--- src/rtl/operand_ea_seq.sv ---
module operand_ea_seq #(
  parameter int BW = 8
) (
  input  logic            clk,
  input  logic            rst_n,
  input  logic            start,
  input  logic [3:0]      mode,
  input  logic            idx_sel,
  input  logic [BW-1:0]   idx_x,
  input  logic [BW-1:0]   idx_y,
  output logic            fetch_req,
  input  logic            fetch_rdy,
  input  logic [BW-1:0]   fetch_byte,
  output logic            mem_req,
  output logic [2*BW-1:0] mem_addr,
  input  logic            mem_rdy,
  input  logic [BW-1:0]   mem_data,
  output logic            busy,
  output logic            done,
  output logic [2*BW-1:0] ea,
  output logic [1:0]      byte_cnt,
  output logic            imm_op,
  output logic            no_addr
);
  localparam int AW = 2 * BW;
  localparam logic [3:0] M_IMM = 4'd1, M_DS = 4'd2, M_DL = 4'd3, M_XN = 4'd4,
                         M_XS = 4'd5, M_XL = 4'd6, M_IS = 4'd7, M_IL = 4'd8;

  typedef enum logic [2:0] {S_IDLE, S_F1, S_F2, S_R1, S_R2} st_t;
  st_t st;

  logic [3:0]    md;
  logic [BW-1:0] idx, hi, ptr;

  wire [BW-1:0] idx_in = idx_sel ? idx_y : idx_x;
  wire [AW-1:0] idx_w  = {{BW{1'b0}}, idx};
  wire [AW-1:0] fb_w   = {{BW{1'b0}}, fetch_byte};
  wire [AW-1:0] md_w   = {{BW{1'b0}}, mem_data};

  assign fetch_req = (st == S_F1) || (st == S_F2);
  assign mem_req   = (st == S_R1) || (st == S_R2);
  assign busy      = (st != S_IDLE);
  assign mem_addr  = {{BW{1'b0}}, ptr} + ((st == S_R2) ? AW'(1) : AW'(0));

  always_ff @(posedge clk) begin
    if (!rst_n) begin
      st <= S_IDLE; md <= '0; idx <= '0; hi <= '0; ptr <= '0;
      done <= 1'b0; ea <= '0; byte_cnt <= '0; imm_op <= 1'b0; no_addr <= 1'b0;
    end else begin
      done <= 1'b0;
      case (st)
        S_IDLE: if (start) begin
          md  <= mode;
          idx <= idx_in;
          case (mode)
            M_IMM, M_DS, M_DL, M_XS, M_XL, M_IS, M_IL: st <= S_F1;
            M_XN: begin
              ea <= {{BW{1'b0}}, idx_in}; byte_cnt <= 2'd0;
              imm_op <= 1'b0; no_addr <= 1'b0; done <= 1'b1;
            end
            default: begin
              ea <= '0; byte_cnt <= 2'd0;
              imm_op <= 1'b0; no_addr <= 1'b1; done <= 1'b1;
            end
          endcase
        end
        S_F1: if (fetch_rdy) begin
          case (md)
            M_IMM, M_DS: begin
              ea <= fb_w; byte_cnt <= 2'd1; imm_op <= (md == M_IMM);
              no_addr <= 1'b0; done <= 1'b1; st <= S_IDLE;
            end
            M_XS: begin
              ea <= idx_w + fb_w; byte_cnt <= 2'd1; imm_op <= 1'b0;
              no_addr <= 1'b0; done <= 1'b1; st <= S_IDLE;
            end
            M_DL, M_XL: begin hi <= fetch_byte; st <= S_F2; end
            M_IS, M_IL: begin ptr <= fetch_byte; st <= S_R1; end
            default: st <= S_IDLE;
          endcase
        end
        S_F2: if (fetch_rdy) begin
          ea <= (md == M_XL) ? ({hi, fetch_byte} + idx_w) : {hi, fetch_byte};
          byte_cnt <= 2'd2; imm_op <= 1'b0; no_addr <= 1'b0;
          done <= 1'b1; st <= S_IDLE;
        end
        S_R1: if (mem_rdy) begin
          if (md == M_IS) begin
            ea <= md_w; byte_cnt <= 2'd1; imm_op <= 1'b0;
            no_addr <= 1'b0; done <= 1'b1; st <= S_IDLE;
          end else begin
            hi <= mem_data; st <= S_R2;
          end
        end
        S_R2: if (mem_rdy) begin
          ea <= {hi, mem_data}; byte_cnt <= 2'd1; imm_op <= 1'b0;
          no_addr <= 1'b0; done <= 1'b1; st <= S_IDLE;
        end
        default: st <= S_IDLE;
      endcase
    end
  end
endmodule

--- config.mk ---
export PLATFORM = sky130hd
export DESIGN_NAME = operand_ea_seq
export DESIGN_NICKNAME = d
export VERILOG_FILES = /design/src/rtl/operand_ea_seq.sv
export SDC_FILE = /design/constraint.sdc
export NUM_CORES = 1
export LEC_CHECK = 0
export BUFFER_PORTS_ARGS = -buffer_cell sky130_fd_sc_hd__buf_2
export CORE_ASPECT_RATIO = 1.2
export CORE_UTILIZATION = 54
export DETAILED_ROUTE_END_ITERATION = 8
export PLACE_DENSITY_LB_ADDON = 0.15
export SLEW_MARGIN = 20
export SYNTH_ARGS = -nofsm -noshare
export SYNTH_HDL_FRONTEND = slang
export SYNTH_SLANG_ARGS = --single-unit
--- constraint.sdc ---
create_clock -name clk -period 2.65 [get_ports clk]
set_input_delay 0.1325 -clock clk [delete_from_list [all_inputs] [get_ports clk]]
set_output_delay 0.1325 -clock clk [all_outputs]
set_load 0.02 [all_outputs]
==> results.json, run 1 <==
{
  "placement.setup.worst_slack_ps": 317,
  "drt_iter0_markers": 250,
  "power.ir.vdd_worst_v": 0.000479,
  "synthTopCellsByArea": "sky130_fd_sc_hd__dfxtp_1 (30%), sky130_fd_sc_hd__nand2_1 (6.3%), sky130_fd_sc_hd__mux2i_1 (4.9%)",
  "critical_path_required_ps": 2520,
  "fillers": 568,
  "cpMaxStageDelayCell": "sky130_fd_sc_hd__or3b_1",
  "netlist-cell-type-count": 72,
  "floorplan.die.width_um": 75.1,
  "period_share_pct": 91.6,
  "finalHoldWorstSlack_ps": 88.5,
  "routabilityCongestion": 0.958,
  "io_pins": 82,
  "vias_per_cell": 6.03,
  "fin_skew_ps": 11.6,
  "ys_async_sr_fraction_pct": 0,
  "crit_path_cell_trace": "or3b_1 > inv_1 > ha_1 > ha_1 > nand3_1 > xnor2_1 > buf_2",
  "final_routed_drc_violation_total": 0,
  "std_cell_rows": 31,
  "syn-cell-area_sq_mm": 0.00347,
  "synth_edf_count": 0,
  "outcome": "complete, no violations",
  "fin_crit_ps": 2430,
  "min-delay-path-class": "in2reg",
  "timing.critical_path.to_type": "primary output",
  "internal-power_uw": 1740,
  "floorplan.initialDensity_pct": 56.6,
  "cts-root-buf": "sky130_fd_sc_hd__clkbuf_8",
  "clk_latency_ps": 310,
  "p_comb_share_pct": 49.6,
  "groute.usage.overall_pct": 29.2,
  "path_clk_slew_ps": 90,
  "startpoint_type": "flip-flop",
  "seq_area_frac_synth_pct": 30.0,
  "clock_tree_from_tritoncts": "yes",
  "globalRouteOverflowTotal": 0,
  "floorplan.die_area_sq_mm": 0.00674,
  "sequentialPowerShare_pct": 35.0,
  "grt_pass1_vias": 3087,
  "routed_wl_mm": 9.61,
  "cp_delay_by_family_top": "simple AND/OR/NAND/NOR gates",
  "via_count": 3462,
  "relSlewSlack_pct": 53.9,
  "synth_seq_cells": 52,
  "stdcell_area_sq_mm": 0.00395,
  "n_antenna_cell": 0,
  "worstPathBufferInverterCount": 2,
  "syn_inst": 424,
  "hpwl_mm": 7.45,
  "worstSetupPathType": "reg2out",
  "placement.io_buffers": 74,
  "grt_setup_unrepaired": "no",
  "crit_path_max_incr_delay_ps": 440,
  "post_layout_util_pct": 64.4,
  "crit_fanout": 11,
  "power.share.clock_pct": 15.5,
  "numCtsBuffers": 5,
  "final-hold-violation-count": 0,
  "tritoncts_num_sinks": 52,
  "detail_route.wl_per_cell_um": 16.7,
  "detailed_place.area_sq_mm": 0.00385,
  "fmax_mhz": 412,
  "yosys_most_used_dff": "sky130_fd_sc_hd__dfxtp_1",
  "grt_max_degree": 28,
  "worstMarginPinSlew_ps": 689,
  "worst_ep_arrival_time_ps": 2290,
  "first_pass_grt_wire_length_mm": 15.2,
  "post_route_cells_drive_above_1_share_pct": 23.4,
  "cts_hold_buffers": 0,
  "synth.largest_area_cell": "sky130_fd_sc_hd__dfxtp_1",
  "final_critical_path_setup_slack_ps": 223,
  "grt_antenna_before_repair": 0,
  "swShare_pct": 44.6,
  "synth_warnings": 0,
  "drv.max_cap_violation_count": 0,
  "nNetsFinal": 544,
  "drt_pre_antenna_iters": 5,
  "syn_area_per_cell_sq_um": 8.17,
  "cell_types_with_the_highest_counts_after_synthesis": "sky130_fd_sc_hd__nand2_1 (58), sky130_fd_sc_hd__dfxtp_1 (52), sky130_fd_sc_hd__nor2_1 (39), sky130_fd_sc_hd__a21oi_1 (28), sky130_fd_sc_hd__o21ai_0 (18)",
  "final_antenna_net_count": 0,
  "power_leakage_uw": 0.00169,
  "cts.path.max_buffers": 2,
  "finalSetupTns_ps": 0,
  "timing.critical_path.mode_cell": "sky130_fd_sc_hd__ha_1",
  "htree_levels": 2,
  "core_area_sq_mm": 0.00613,
  "die_height_um": 89.8,
  "synthToLayoutAreaGrowth_pct": 13.9,
  "pwr_density_cell_mw_per_mm2": 796,
  "slew_viol_final": 0,
  "yosysTopAreaCellShare_pct": 30.0,
  "synthMostInstantiatedCell": "sky130_fd_sc_hd__nand2_1",
  "p_switching_uw": 1400,
  "finalSetupViolations": 0
}
==> per-layer routing <==
| metal | share of wire (%) | wire length (um) | vias up | track usage (%) |
|---|---|---|---|---|
| met3 | 6.1 | 582 | 13 | 3.14 |
| met5 | 0 | 0 | - | 0 |
| met1 | 44 | 4230 | 1624 | 40.0 |
| li1 | - | - | 1674 | - |
| met2 | 49 | 4670 | 151 | 48.0 |
| met4 | 1.3 | 129 | 0 | 7.87 |
==> tightest hold or removal path, delay by kind of cell <==
family	cells	cell delay (ps)
buffers and inverters	1	120
and+or+nand+nor	1	60
AOI/OAI and AO/OA	1	50
==> path summary, 6_finish.rpt <==
check / startpoint / slack, ps / depth (start not counted) / end
min: mode[0] / 90 / 3 / md[0]
min reg2reg: byte_cnt[1] / 460 / 2 / byte_cnt[1]
max reg2reg: idx[0] / 260 / 9 / ea[14]
max: st[1] / 220 / 7 / mem_addr[4]
==> placed cells by master (no fill, tap or decap), drive strengths merged, types with 4 or more instances in the layout <==
| cell type | count |
|---|---|
| nor4b | 4 |
| a211oi | 11 |
| a21o | 6 |
| nor2 | 41 |
| a311oi | 11 |
| nand3 | 13 |
| conb | 7 |
| xnor2 | 8 |
| nand2b | 7 |
| clkbuf | 6 |
| buf | 85 |
| dfxtp | 52 |
| a21oi | 30 |
| and3 | 4 |
| o21ai | 22 |
| a32o | 6 |
| nand2 | 59 |
| mux2i | 17 |
| inv | 8 |
| a31oi | 6 |
| o211ai | 6 |
| nor2b | 15 |
| ha | 10 |
| xor2 | 5 |
==> what timing repair did <==
item,CTS,global route
resized for setup,0,1
setup buffers,0,0
endpoints found under the setup margin,0,2
==> registers in the layout, indices dropped and copies added, names as in the netlist <==
name / flops
done: 1
no_addr: 1
idx: 8
byte_cnt: 2
st: 3
imm_op: 1
ptr: 8
hi: 8
md: 4
ea: 16
==> cell families (layout without fill, tap and decap cells) <==
| family | after synthesis | in the layout | synth area share, % |
|---|---|---|---|
| fa+ha+maj | 11 | 11 | 4.19 |
| mux | 20 | 20 | 5.88 |
| simple gates | 164 | 164 | 24.2 |
| other cells | 1 | 7 | 0.108 |
| flops | 52 | 52 | 30.0 |
| compound gates | 124 | 124 | 25.8 |
| buf+inv | 39 | 101 | 6.50 |
| xor+xnor | 13 | 13 | 3.29 |
==> area by class of cell <==
class,count,area (sq um),area share [%]
inverters,8,30.0,0.761
clock inverters,2,15.0,0.380
clock buffers,6,82.6,2.09
well taps,82,103,2.60
repair buffers,85,453,11.5
flip-flops and latches,52,1040,26.4
multi-input cells,339,2220,56.3
==> through the flow <==
stage	std cells	total power [uW]
3_5_place_dp	566	2650
3_3_place_gp	566	2630
5_1_grt	574	3370
2_1_floorplan	430	2250
4_1_cts	574	3130
6_report	574	3140
==> power by group through the flow <==
stage / combinational [uW] / sequential, uW / clock, uW
final: 1560 / 1100 / 486
after global routing: 1710 / 1120 / 532
after floorplan: 1120 / 1130 / 0
after global placement: 1520 / 1110 / 0
after CTS: 1550 / 1090 / 494
after detailed placement: 1540 / 1110 / 0
(Power assumes the default switching activity.)
==> run 2, diff against run 1 <==
==> constraint.sdc (replaced) <==
create_clock -name clk -period 2.5 [get_ports clk]
set_input_delay 0.125 -clock clk [delete_from_list [all_inputs] [get_ports clk]]
set_output_delay 0.125 -clock clk [all_outputs]
set_load 0.02 [all_outputs]
==> results.json, run 2 (synthesis results as in run 1) <==
{
  "fillers": 595,
  "n_antenna_cell": 0,
  "io_pins": 82,
  "final_critical_path_setup_slack_ps": 173,
  "period_share_pct": 93.1,
  "drt_pre_antenna_iters": 6,
  "groute.usage.overall_pct": 28.7,
  "crit_fanout": 7,
  "clk_latency_ps": 310,
  "routabilityCongestion": 0.930,
  "synthToLayoutAreaGrowth_pct": 14.3,
  "path_clk_slew_ps": 100,
  "pwr_density_cell_mw_per_mm2": 836,
  "number_of_flip_flops_under_the_largest_register_name": 16,
  "fmax_mhz": 430,
  "drv.max_cap_violation_count": 0,
  "floorplan.initialDensity_pct": 56.6,
  "hpwl_mm": 7.31,
  "cts-root-buf": "sky130_fd_sc_hd__clkbuf_8",
  "placement.io_buffers": 74,
  "cts_setup_buffers": 0,
  "tritoncts_num_sinks": 52,
  "final_antenna_net_count": 0,
  "cts.path.max_buffers": 2,
  "final-hold-violation-count": 0,
  "final_routed_drc_violation_total": 0,
  "layout_commonest_cell": "sky130_fd_sc_hd__buf_2",
  "largest-register": "ea",
  "grt_setup_unrepaired": "no",
  "die_height_um": 89.8,
  "floorplan.die.width_um": 75.1,
  "detail_route.wl_per_cell_um": 16.3,
  "finalSetupViolations": 0,
  "fin_crit_ps": 2330,
  "min-delay-path-class": "in2reg",
  "worstMarginPinSlew_ps": 673,
  "fin_skew_ps": 4.72,
  "worstSetupPathType": "reg2reg",
  "timing.critical_path.to_type": "flip-flop",
  "via_count": 3439,
  "clock_tree_from_tritoncts": "yes",
  "critical_path_required_ps": 2760,
  "drt_iter0_markers": 222,
  "nNetsFinal": 546,
  "post_route_cells_drive_above_1_share_pct": 24.5,
  "outcome": "complete, no violations",
  "floorplan.die_area_sq_mm": 0.00674,
  "power.ir.vdd_worst_v": 0.000473,
  "cpMaxStageDelayCell": "sky130_fd_sc_hd__or4_1",
  "grt_antenna_before_repair": 0,
  "power_leakage_uw": 0.00170,
  "grt_max_degree": 22,
  "finalSetupTns_ps": 0,
  "globalRouteOverflowTotal": 0,
  "numCtsBuffers": 5,
  "routed_wl_mm": 9.41,
  "crit_path_cell_trace": "ha_2 > inv_1 > fa_1 > nand2b_1 > a21o_2 > a21o_1 > or4_1 > nand3_1 > a32o_1",
  "core_area_sq_mm": 0.00613,
  "slew_viol_final": 0,
  "vias_per_cell": 5.97,
  "crit_path_max_incr_delay_ps": 470,
  "grt_pass1_vias": 3095,
  "relSlewSlack_pct": 55.0,
  "std_cell_rows": 31,
  "mostFrequentLayoutCells": "sky130_fd_sc_hd__buf_2 (74), sky130_fd_sc_hd__nand2_1 (58), sky130_fd_sc_hd__dfxtp_1 (51)",
  "htree_levels": 2,
  "worst_ep_arrival_time_ps": 2580,
  "first_pass_grt_wire_length_mm": 14.9,
  "startpoint_type": "flip-flop",
  "placement.setup.worst_slack_ps": 178
}
-- run 2: routing by layer --
metal  share of wire, %  GRT usage [%]  vias up
li1                   -              -     1685
met1                 44           38.9     1607
met2                 49           46.5      134
met3                5.4           3.03       13
met4                1.8           10.0        0
met5                  0              0        -
-- run 2: what timing repair did --
| item | CTS | global route |
|---|---|---|
| endpoints found under the hold margin | 0 | 0 |
| setup endpoints to repair | 1 | 4 |
| gates resized for setup | 1 | 4 |
| hold buffers | 0 | 0 |
-- run 2: critical path, delay by kind of cell, from the launching register on --
kind	cells	cell delay, ps
buffers and inverters	1	60
flip-flops	1	350
adder cells (fa/ha/maj)	2	590
AO/OA/AOI/OAI	3	550
AND/OR/NAND/NOR	3	740
-- run 2: worst paths after layout --
path | startpoint | endpoint | slack, ps | cells after the start
setup reg to reg | idx[0] | ea[14] | 170 | 9
setup / recovery | idx[0] | ea[14] | 170 | 9
hold reg to reg | imm_op | imm_op | 460 | 2
hold / removal | mode[1] | md[1] | 80 | 3
-- run 2: final cells by class --
| type | count | area, sq um | area share [%] |
|---|---|---|---|
| flip-flops and latches | 52 | 1040 | 26.3 |
| clock buffers | 5 | 68.8 | 1.74 |
| clock inverters | 3 | 22.5 | 0.568 |
| inverters | 8 | 30.0 | 0.758 |
| multi-input cells | 339 | 2230 | 56.2 |
| well taps | 82 | 103 | 2.59 |
| repair buffers | 87 | 468 | 11.8 |
-- run 2: per-stage QoR --
step           instances  power [uW]  area [sq um]  util (%)  hold slack, ps
4_1_cts              576        3310          3960      64.6            63.4
3_5_place_dp         568        2810          3860      63.0             399
2_1_floorplan        430        2380          3490         -             261
6_report             576        3310          3960      64.7            79.6
5_1_grt              576        3550          3960      64.7            83.9
3_3_place_gp         568        2790          3860      63.0             399
-- run 2: where the power goes --
part	leakage [uW]	total, uW	switching, uW	internal, uW
logic	0.00122	1650	1020	627
clock network	0.0000485	497	296	201
registers	0.000425	1160	165	998
==> run 3, diff against run 2 <==
--- a/config.mk
+++ b/config.mk
@@ -5,6 +5,7 @@
 export SDC_FILE = /design/constraint.sdc
 export NUM_CORES = 1
 export LEC_CHECK = 0
+export ABC_AREA = 1
 export BUFFER_PORTS_ARGS = -buffer_cell sky130_fd_sc_hd__buf_2
 export CORE_ASPECT_RATIO = 1.2
 export CORE_UTILIZATION = 54
==> results.json, run 3 <==
{
  "fin_crit_ps": 2250,
  "path_clk_slew_ps": 110,
  "startpoint_type": "flip-flop",
  "pwr_density_cell_mw_per_mm2": 965,
  "cell_types_with_the_highest_counts_after_synthesis": "sky130_fd_sc_hd__nand2_1 (145), sky130_fd_sc_hd__dfxtp_1 (52), sky130_fd_sc_hd__a21oi_1 (51), sky130_fd_sc_hd__inv_1 (49), sky130_fd_sc_hd__o21ai_0 (48)",
  "number_of_flip_flops_under_the_largest_register_name": 16,
  "clk_latency_ps": 310,
  "syn_inst": 526,
  "floorplan.die_area_sq_mm": 0.00664,
  "grt_antenna_before_repair": 0,
  "seq_area_frac_synth_pct": 30.5,
  "cts_setup_buffers": 0,
  "routabilityCongestion": 1.02,
  "cts-root-buf": "sky130_fd_sc_hd__clkbuf_8",
  "io_pins": 82,
  "crit_path_max_incr_delay_ps": 470,
  "crit_fanout": 5,
  "numCtsBuffers": 5,
  "multi_input_area_sq_mm": 0.00204,
  "min-delay-path-class": "in2reg",
  "post_layout_util_pct": 64.2,
  "rr_endpoint": "ea[8]",
  "routed_wl_mm": 9.46,
  "power_leakage_uw": 0.00186,
  "core_area_sq_mm": 0.00605,
  "fillers": 617,
  "finalSetupViolations": 0,
  "final_routed_drc_violation_total": 0,
  "worst_r2r_path_depth": 10,
  "synthTopCellsByArea": "sky130_fd_sc_hd__dfxtp_1 (31%), sky130_fd_sc_hd__nand2_1 (16%), sky130_fd_sc_hd__a21oi_1 (7.5%)",
  "grt_setup_unrepaired": "no",
  "drv.max_cap_violation_count": 0,
  "crit_end": "mem_addr[6]",
  "timing.rr.start": "st[1]",
  "worstMarginPinSlew_ps": 744,
  "floorplan.die.width_um": 74.6,
  "slew_viol_final": 0,
  "nNetsFinal": 648,
  "post_route_cells_drive_above_1_share_pct": 19.8,
  "timing.critical_path.to_type": "primary output",
  "final_antenna_net_count": 0,
  "largest-register": "ea",
  "ys_async_sr_fraction_pct": 0,
  "drt_pre_antenna_iters": 4,
  "grt_pass1_vias": 3168,
  "groute.usage.overall_pct": 29.5,
  "mostFrequentLayoutCells": "sky130_fd_sc_hd__nand2_1 (145), sky130_fd_sc_hd__buf_2 (74), sky130_fd_sc_hd__dfxtp_1 (52)",
  "final-instance-count-excl-fill": 678,
  "synthMostInstantiatedCell": "sky130_fd_sc_hd__nand2_1",
  "first_pass_grt_wire_length_mm": 14.8,
  "worstSetupPathType": "reg2out",
  "synth_edf_count": 0,
  "placement.io_buffers": 74,
  "cts_repair_resize_count": 0,
  "via_count": 3595,
  "detail_route.wl_per_cell_um": 13.9,
  "synth.largest_area_cell": "sky130_fd_sc_hd__dfxtp_1",
  "floorplan.initialDensity_pct": 56.4,
  "std_cell_rows": 31,
  "cpMaxStageDelayCell": "sky130_fd_sc_hd__dfxtp_1",
  "timing.critical_path.mode_cell": "sky130_fd_sc_hd__ha_1",
  "netlist-cell-type-count": 42,
  "crit_path_cell_trace": "nor2_1 > nand2_2 > clkinv_1 > ha_1 > ha_1 > nand2_1 > inv_1 > nand4_1 > xor2_1 > buf_2",
  "globalRouteOverflowTotal": 0,
  "fmax_mhz": 445,
  "critical_path_required_ps": 2380,
  "layout_commonest_cell": "sky130_fd_sc_hd__nand2_1",
  "r2r_setup_slack_ps": 370,
  "yosys_most_used_dff": "sky130_fd_sc_hd__dfxtp_1",
  "p_total_uw": 3750,
  "yosysTopAreaCellShare_pct": 30.5,
  "syn-cell-area_sq_mm": 0.00341,
  "cts.path.max_buffers": 2,
  "register_area_sq_mm": 0.00104,
  "hpwl_mm": 7.63,
  "syn_area_per_cell_sq_um": 6.48,
  "critPathLaunch": "st[1]",
  "clock_tree_from_tritoncts": "yes",
  "numPlacedInstances": 670,
  "cts_hold_buffers": 0,
  "synth_warnings": 0,
  "fin_skew_ps": 14.7,
  "relSlewSlack_pct": 50.4,
  "htree_levels": 2,
  "die_height_um": 89.1,
  "power.ir.vdd_worst_v": 0.000512,
  "synth_seq_cells": 52,
  "worst_ep_arrival_time_ps": 2120,
  "drt_iter0_markers": 172,
  "finalSetupTns_ps": 0,
  "n_antenna_cell": 0,
  "outcome": "complete, no violations",
  "tritoncts_num_sinks": 52,
  "synthToLayoutAreaGrowth_pct": 13.9,
  "period_share_pct": 89.9,
  "vias_per_cell": 5.30,
  "grt_max_degree": 33,
  "final-hold-violation-count": 0
}
## run 3: metal layers
metal | wire, um | vias to the layer above | global-route usage, %
met1 | 3880 | 1611 | 36.3
li1 | - | 1845 | -
met2 | 4710 | 113 | 50.7
met5 | 0 | - | 0
met4 | 369 | 0 | 13.7
met3 | 494 | 26 | 3.83
## run 3: per-stage QoR
step	hold slack [ps]	worst slack (ps)	instance area, sq um
floorplan	260	527	3430
global placement	422	438	3800
detailed placement	421	433	3800
CTS	89.2	231	3890
global route	128	35.8	3890
finish	95.4	252	3890
## run 3: critical path: cells and delay by family (launching register included)
family                     cells  cell delay, ps
and+or+nand+nor                4             460
buffers and inverters          3             340
xor gates and xnor gates       1             140
adders and majority gates      2             410
DFF                            1             470
## run 3: worst min-delay path by stage
stage | startpoint | to | slack (ps) | cells past startpoint
global placement | fetch_byte[5] | ptr[5] | 420 | 3
global route | fetch_byte[5] | ptr[5] | 130 | 3
CTS | mode[2] | md[2] | 90 | 3
floorplan | fetch_byte[5] | ptr[5] | 260 | 2
finish | mode[2] | md[2] | 100 | 3
detailed placement | fetch_byte[2] | ptr[2] | 420 | 3
## run 3: where the power goes
| part | leakage, uW | switching [uW] | internal, uW |
|---|---|---|---|
| clock | 0.0000445 | 298 | 200 |
| combinational | 0.00139 | 1410 | 661 |
| sequential | 0.000424 | 152 | 1030 |
| total | 0.00186 | 1860 | 1890 |
## run 3: cell type report
type	instances	area share [%]
Sequential cell	52	26.8
Multi-Input combinational cell	402	52.5
Clock inverter	3	0.547
Clock buffer	5	1.77
Inverter	56	5.47
Tap cell	82	2.64
Timing Repair Buffer	78	10.3
## run 3: cells by family (layout without fill, tap and decap cells)
kind of cell | count (synthesis) | after routing | share of synthesized area (%)
AND/OR/NAND/NOR | 249 | 249 | 31.0
AO/OA/AOI/OAI | 120 | 120 | 19.4
buffers and inverters | 78 | 142 | 10.3
flip-flops | 52 | 52 | 30.5
adder cells (fa/ha/maj) | 11 | 11 | 4.26
multiplexers | 8 | 8 | 2.60
XOR/XNOR | 7 | 7 | 1.80
other | 1 | 7 | 0.110
